$ cat src/rtl/vol_remap_pkg.sv
package vol_remap_pkg;
  localparam int unsigned DW  = 8;
  localparam int unsigned LIW = 5;
  localparam int unsigned XIW = 3;
  localparam int unsigned XN  = 1 << XIW;

  typedef enum logic [1:0] {
    TGT_NONE  = 2'd0,
    TGT_LEG_L = 2'd1,
    TGT_LEG_R = 2'd2,
    TGT_EXT   = 2'd3
  } tgt_kind_e;

  typedef struct packed {
    tgt_kind_e        kind;
    logic [XIW-1:0]   xi;
  } tgt_t;
endpackage

$ cat src/rtl/vol_remap_route.sv
module vol_remap_route
  import vol_remap_pkg::*;
#(
  parameter int unsigned LEG_L_IDX  = 18,
  parameter int unsigned LEG_R_IDX  = 19,
  parameter int unsigned SYN_L_XIDX = 6,
  parameter int unsigned SYN_R_XIDX = 7
) (
  input  logic           remap_on,
  input  logic           is_ext,
  input  logic [LIW-1:0] idx,
  output tgt_t           tgt
);
  localparam logic [LIW-1:0] LL = LIW'(LEG_L_IDX);
  localparam logic [LIW-1:0] LR = LIW'(LEG_R_IDX);
  localparam logic [XIW-1:0] SL = XIW'(SYN_L_XIDX);
  localparam logic [XIW-1:0] SR = XIW'(SYN_R_XIDX);

  always_comb begin
    tgt.kind = TGT_NONE;
    tgt.xi   = '0;
    if (is_ext) begin
      if (idx[LIW-1:XIW] == '0) begin
        tgt.kind = TGT_EXT;
        tgt.xi   = idx[XIW-1:0];
      end
    end else if (idx == LL) begin
      if (remap_on) begin
        tgt.kind = TGT_EXT;
        tgt.xi   = SL;
      end else begin
        tgt.kind = TGT_LEG_L;
      end
    end else if (idx == LR) begin
      if (remap_on) begin
        tgt.kind = TGT_EXT;
        tgt.xi   = SR;
      end else begin
        tgt.kind = TGT_LEG_R;
      end
    end
  end
endmodule

$ cat src/rtl/vol_remap_bank.sv
module vol_remap_bank
  import vol_remap_pkg::*;
(
  input  logic          clk,
  input  logic          rst_n,
  input  logic          we,
  input  tgt_t          wtgt,
  input  logic [DW-1:0] wdata,
  input  tgt_t          rtgt,
  output logic [DW-1:0] rdata,
  output logic [DW-1:0] ext_q [XN],
  output logic [DW-1:0] leg_l_q,
  output logic [DW-1:0] leg_r_q
);
  always_ff @(posedge clk) begin
    if (!rst_n) begin
      leg_l_q <= '0;
      leg_r_q <= '0;
    end else if (we) begin
      if (wtgt.kind == TGT_LEG_L) leg_l_q <= wdata;
      if (wtgt.kind == TGT_LEG_R) leg_r_q <= wdata;
    end
  end

  for (genvar g = 0; g < XN; g++) begin : g_ext
    always_ff @(posedge clk) begin
      if (!rst_n) begin
        ext_q[g] <= '0;
      end else if (we && wtgt.kind == TGT_EXT && wtgt.xi == XIW'(g)) begin
        ext_q[g] <= wdata;
      end
    end
  end

  always_comb begin
    unique case (rtgt.kind)
      TGT_LEG_L: rdata = leg_l_q;
      TGT_LEG_R: rdata = leg_r_q;
      TGT_EXT:   rdata = ext_q[rtgt.xi];
      default:   rdata = '0;
    endcase
  end
endmodule

$ cat src/rtl/vol_remap_top.sv
module vol_remap_top
  import vol_remap_pkg::*;
#(
  parameter int unsigned LEG_L_IDX   = 18,
  parameter int unsigned LEG_R_IDX   = 19,
  parameter int unsigned CTL_XIDX    = 4,
  parameter int unsigned REMAP_BIT   = 0,
  parameter int unsigned LINE_L_XIDX = 0,
  parameter int unsigned LINE_R_XIDX = 1,
  parameter int unsigned SYN_L_XIDX  = 6,
  parameter int unsigned SYN_R_XIDX  = 7
) (
  input  logic           clk,
  input  logic           rst_n,
  input  logic           synth_en,
  input  logic           wr_valid,
  output logic           wr_ready,
  input  logic           wr_ext,
  input  logic [LIW-1:0] wr_idx,
  input  logic [DW-1:0]  wr_data,
  input  logic           rd_ext,
  input  logic [LIW-1:0] rd_idx,
  output logic [DW-1:0]  rd_data,
  output logic [DW-1:0]  line_l,
  output logic [DW-1:0]  line_r,
  output logic [DW-1:0]  leg_l,
  output logic [DW-1:0]  leg_r,
  output logic [DW-1:0]  syn_l,
  output logic [DW-1:0]  syn_r
);
  localparam logic [LIW-1:0] LL = LIW'(LEG_L_IDX);
  localparam logic [LIW-1:0] LR = LIW'(LEG_R_IDX);

  logic          remap_on;
  logic          wr_fire;
  tgt_t          wtgt;
  tgt_t          rtgt;
  logic [DW-1:0] ext_q [XN];

  assign wr_ready = 1'b1;
  assign wr_fire  = wr_valid & wr_ready;
  assign remap_on = synth_en & ext_q[CTL_XIDX][REMAP_BIT];

  vol_remap_route #(
    .LEG_L_IDX(LEG_L_IDX), .LEG_R_IDX(LEG_R_IDX),
    .SYN_L_XIDX(SYN_L_XIDX), .SYN_R_XIDX(SYN_R_XIDX)
  ) u_wroute (
    .remap_on(remap_on), .is_ext(wr_ext), .idx(wr_idx), .tgt(wtgt)
  );

  vol_remap_route #(
    .LEG_L_IDX(LEG_L_IDX), .LEG_R_IDX(LEG_R_IDX),
    .SYN_L_XIDX(SYN_L_XIDX), .SYN_R_XIDX(SYN_R_XIDX)
  ) u_rroute (
    .remap_on(remap_on), .is_ext(rd_ext), .idx(rd_idx), .tgt(rtgt)
  );

  vol_remap_bank u_bank (
    .clk(clk), .rst_n(rst_n),
    .we(wr_fire), .wtgt(wtgt), .wdata(wr_data),
    .rtgt(rtgt), .rdata(rd_data),
    .ext_q(ext_q), .leg_l_q(leg_l), .leg_r_q(leg_r)
  );

  assign syn_l  = ext_q[SYN_L_XIDX];
  assign syn_r  = ext_q[SYN_R_XIDX];
  assign line_l = remap_on ? ext_q[LINE_L_XIDX] : leg_l;
  assign line_r = remap_on ? ext_q[LINE_R_XIDX] : leg_r;


  reset_zero_chk: assert property (@(posedge clk) disable iff (!rst_n)
    $rose(rst_n) |-> (line_l == '0 && line_r == '0 && syn_l == '0 && syn_r == '0 && !remap_on));


  remap_left_chk: assert property (@(posedge clk) disable iff (!rst_n)
    (wr_fire && remap_on && !wr_ext && wr_idx == LL) |=> (syn_l == $past(wr_data)) && $stable(leg_l));


  remap_right_chk: assert property (@(posedge clk) disable iff (!rst_n)
    (wr_fire && remap_on && !wr_ext && wr_idx == LR) |=> (syn_r == $past(wr_data)) && $stable(leg_r));


  legacy_keep_chk: assert property (@(posedge clk) disable iff (!rst_n)
    (wr_fire && !remap_on && !wr_ext && wr_idx == LL) |=> (leg_l == $past(wr_data)) && $stable(syn_l));


  direct_syn_chk: assert property (@(posedge clk) disable iff (!rst_n)
    (wr_fire && wr_ext && wr_idx == LIW'(SYN_R_XIDX)) |=> (syn_r == $past(wr_data)));


  ctl_next_chk: assert property (@(posedge clk) disable iff (!rst_n)
    (wr_fire && wr_ext && wr_idx == LIW'(CTL_XIDX)) |=> (remap_on == ($past(wr_data[REMAP_BIT]) && synth_en)));


  ignored_idx_chk: assert property (@(posedge clk) disable iff (!rst_n)
    (wr_fire && !wr_ext && wr_idx != LL && wr_idx != LR)
      |=> ($stable(leg_l) && $stable(leg_r) && $stable(syn_l) && $stable(syn_r)));
endmodule

$ cat config.mk
export PLATFORM = sky130hd
export DESIGN_NAME = vol_remap_top
export DESIGN_NICKNAME = d
export VERILOG_FILES = /design/src/rtl/vol_remap_pkg.sv /design/src/rtl/vol_remap_route.sv /design/src/rtl/vol_remap_bank.sv /design/src/rtl/vol_remap_top.sv
export SDC_FILE = /design/constraint.sdc
export NUM_CORES = 1
export LEC_CHECK = 0
export BUFFER_PORTS_ARGS = -buffer_cell sky130_fd_sc_hd__buf_2
export CORE_MARGIN = 5
export CORE_UTILIZATION = 50
export DETAILED_ROUTE_END_ITERATION = 6
export GPL_ROUTABILITY_DRIVEN = 0
export GPL_TIMING_DRIVEN = 0
export PLACE_DENSITY_LB_ADDON = 0.12
export SLEW_MARGIN = 25
export SYNTH_ARGS = -nofsm -noshare
export SYNTH_HDL_FRONTEND = slang
export SYNTH_SLANG_ARGS = --single-unit
export TNS_END_PERCENT = 10
$ cat constraint.sdc
create_clock -name clk -period 3.3 [get_ports clk]
set_input_delay 0.66 -clock clk [delete_from_list [all_inputs] [get_ports clk]]
set_output_delay 0.66 -clock clk [all_outputs]
set_load 0.005 [all_outputs]
==> run_results.csv <==
group,metric,value,unit
power_and_ir_drop,power_density,356,mW/mm^2
timing,slew_violations,0,
cts,cts_sinks,80,
power_and_ir_drop,power.switching,0.000482,W
routing,first_iter_violations,156,
floorplanning,io_pins,81,
cells_and_area,nets,614,
timing,slew_headroom,56.8,%
yosys,syn-num-nets,533,
timing,hold_viol_final,0,
worst_setup_path,path_class,"input pin to output pin",
job,drv_cap,0,
timing,timing.final.crit_share,98.6,%
cts,cts_tree,"built",
floorplanning,die-area,0.0110,mm^2
hold_path,hp-class,"flip-flop to flip-flop",
yosys,synth_cell_types,40,
placement,post-place-ws,-64.5,ps
status,status,"finished, final reports clean",
timing,skew,12.5,ps
worst_setup_path,cp_data_required_time,2640,ps
routing,drtAntennaViolNets,0,
timing,setup_viol,0,
timing,setup_ws,45.1,ps
floorplanning,rows,34,
yosys,yosysSeqAreaShare,35.6,%
floorplanning,initial_core_util,51.4,%
grt,antenna_found_initial,0,
yosys,yosysTopAreaCellShare,35.6,%
floorplanning,die_w,105,um
grt,grt_overflow,0,
worst_setup_path,worst_path_most_repeated_cell,"buf_2",
power_and_ir_drop,clock_power_share,39.4,%
power_and_ir_drop,sequentialPowerShare,52.1,%
routing,wl,12.4,mm
floorplanning,die_y,105,um
cells_and_area,diodes,0,
grt,grt_pass1_vias,3898,
yosys,synth_warnings,0,
power_and_ir_drop,p_int,0.00138,W
cts,cts.path.max_buffers,2,
cts,h-tree-depth,3,
routing,dr.pass1.iters,5,
yosys,avgSynthCellArea,8.85,um^2
cts,cts_made_buffers,9,
floorplanning,core_area,0.00876,mm^2
timing,layout_min_cycle_time,3250,ps
cts,clk_latency,360,ps
timing,fmax,307,MHz
worst_setup_path,crit_path_start_kind,"input pin",
yosys,syn_area,0.00450,mm^2
cells_and_area,syn2layout_area_growth,16.1,%
grt,grt_use_total,22.3,%
routing,wl_per_cell,17.7,um
worst_setup_path,max_stage_delay,350,ps
cells_and_area,fill_cells,828,
cells_and_area,utilization,59.7,%
yosys,syn_inst,509,
cells_and_area,drive_gt1_share,24.4,%
routing,drc,0,
timing,grt_setup_unrepaired,"yes",
cts,cts_hold_buf,0,
yosys,synth_seq_cells,80,
yosys,ys_top_cells_by_area,"dfxtp_1 36%, mux2i_1 20%, nor2b_1 11%",
grt,grt_max_degree,15,
placement,dp_hpwl,9.40,mm
routing,via_count,3929,
power_and_ir_drop,p_total,0.00186,W
timing,worst_pin_slew,646,ps
cts,clk_pin_slew,80,ps
power_and_ir_drop,ir_worst_vdd,0.000179,V
worst_setup_path,worstPathArrival,2590,ps
routing,viasPerCell,5.59,
grt,grt_pass1_wl,20.0,mm
placement,portBuffers,69,
worst_setup_path,crit_chain,"buf_2 > and2_1 > clkbuf_2 > a31oi_2 > clkbuf_4 > a21oi_1 > o221a_2 > a211oi_1 > buf_2",
power_and_ir_drop,p_leak,2.34,nW
worst_setup_path,crit_slowest_cell,"a211oi_1",
power_and_ir_drop,power_frac_comb,8.4,%
timing,holdWs,481,ps
timing,setup_tns,0,ps
yosys,synth_top_area_cell,"dfxtp_1",
worst_setup_path,crit_fanout,10,
power_and_ir_drop,switching_share,25.9,%
worst_setup_path,crit_path_end_kind,"output pin",
cts,root_buffer,"clkbuf_8",
## Yosys cell counts, drive strengths merged
master and instances:
mux2i 89, nand2 85, dfxtp 80, nor2b 80, buf 30, clkbuf 27
a21oi 22, a211oi 14, o21ai 10, nor2 9, o221ai 8, o21ba 7
o221a 7, o311ai 7, nor3 4, or3 4, inv 3, and2 2
nand2b 2, nand3 2, nor4bb 2, o311a 2, a21o 1, a31oi 1
a32oi 1, a41o 1, and4bb 1, conb 1, nand4 1, nor3b 1
nor4 1, nor4b 1, o2111a 1, o211ai 1, or2 1
## metal layers
metal | share of wire [%] | GRT usage, % | vias up
li1 | - | - | 1923
met1 | 45 | 29.0 | 1864
met2 | 48 | 36.7 | 125
met3 | 5.4 | 5.24 | 17
met4 | 1.7 | 6.67 | 0
met5 | 0 | 0 | -
## stage by stage
stage               instance area, um^2  instances
finish                             5230        703
global route                       5230        703
CTS                                5200        702
detailed placement                 4980        686
global placement                   4980        686
floorplan                          4500        509
## power groups by stage
stage	Combinational (W)	Sequential (W)	Clock, W
after floorplan	0.0000983	0.000993	0
after global placement	0.000148	0.000994	0
after detailed placement	0.000152	0.000994	0
after CTS	0.000153	0.000971	0.000745
after global routing	0.000170	0.000972	0.000791
final	0.000157	0.000971	0.000735
## sequential cells by signal, summed over array words and instances, names as in the netlist
signal          cells
u_bank.ext_q       64
u_bank.leg_l_q      8
u_bank.leg_r_q      8
## placed cells by master, fill, tap and decap left out, types with 3 or more instances in the layout
master	netlist	final
clkbuf_8	0	9
buf_2	10	78
a211oi_1	14	13
o21ai_0	9	9
o221ai_1	8	8
nor2b_1	80	80
o221a_2	5	5
inv_1	3	3
nor2_1	9	9
nand2_1	85	85
buf_4	18	19
mux2i_1	89	89
o311ai_0	7	7
o21ba_2	7	7
clkbuf_2	0	5
a21oi_1	22	22
dfxtp_1	80	80
nor3_4	4	4
clkbuf_1	27	23
or3_1	3	3
## cells by family after synthesis
kind of cell,Yosys count,share of synthesized area [%]
buf+inv,60,6.78
simple gates,196,23.9
flops,80,35.6
mux,89,19.8
other cells,1,0.0833
compound gates,83,13.9
## final timing paths
| path | from | endpoint | slack (ps) | depth (start not counted) |
|---|---|---|---|---|
| hold reg to reg | u_bank.ext_q[3] | u_bank.ext_q[3] | 480 | 2 |
| setup reg to reg | u_bank.ext_q[24] | u_bank.leg_l_q[2] | 1240 | 6 |
| setup / recovery | synth_en | rd_data[4] | 50 | 9 |
| hold / removal | u_bank.ext_q[3] | u_bank.ext_q[3] | 480 | 2 |
## layout make-up
type | instances | area [um^2] | area share, %
multi-input cells | 369 | 2620 | 50.2
flip-flops and latches | 80 | 1600 | 30.6
repair buffers | 70 | 353 | 6.75
plain buffers | 57 | 307 | 5.86
well taps | 108 | 135 | 2.58
clock buffers | 10 | 128 | 2.44
clock inverters | 6 | 68.8 | 1.32
inverters | 3 | 11.3 | 0.215
## repair_timing
| item | 4_1_cts | 5_1_grt |
|---|---|---|
| buffers inserted | 0 | 1 |
| resized for setup | 5 | 10 |
| cloned | 0 | 0 |
| pin swaps | 0 | 3 |
| endpoints found under the setup margin | 6 | 8 |
## critical path, delay by kind of cell
family                 cells  cell delay, ps
and+or+nand+nor            1             140
AOI/OAI and AO/OA          4            1030
buffers and inverters      4             750
(Power assumes the default switching activity.)
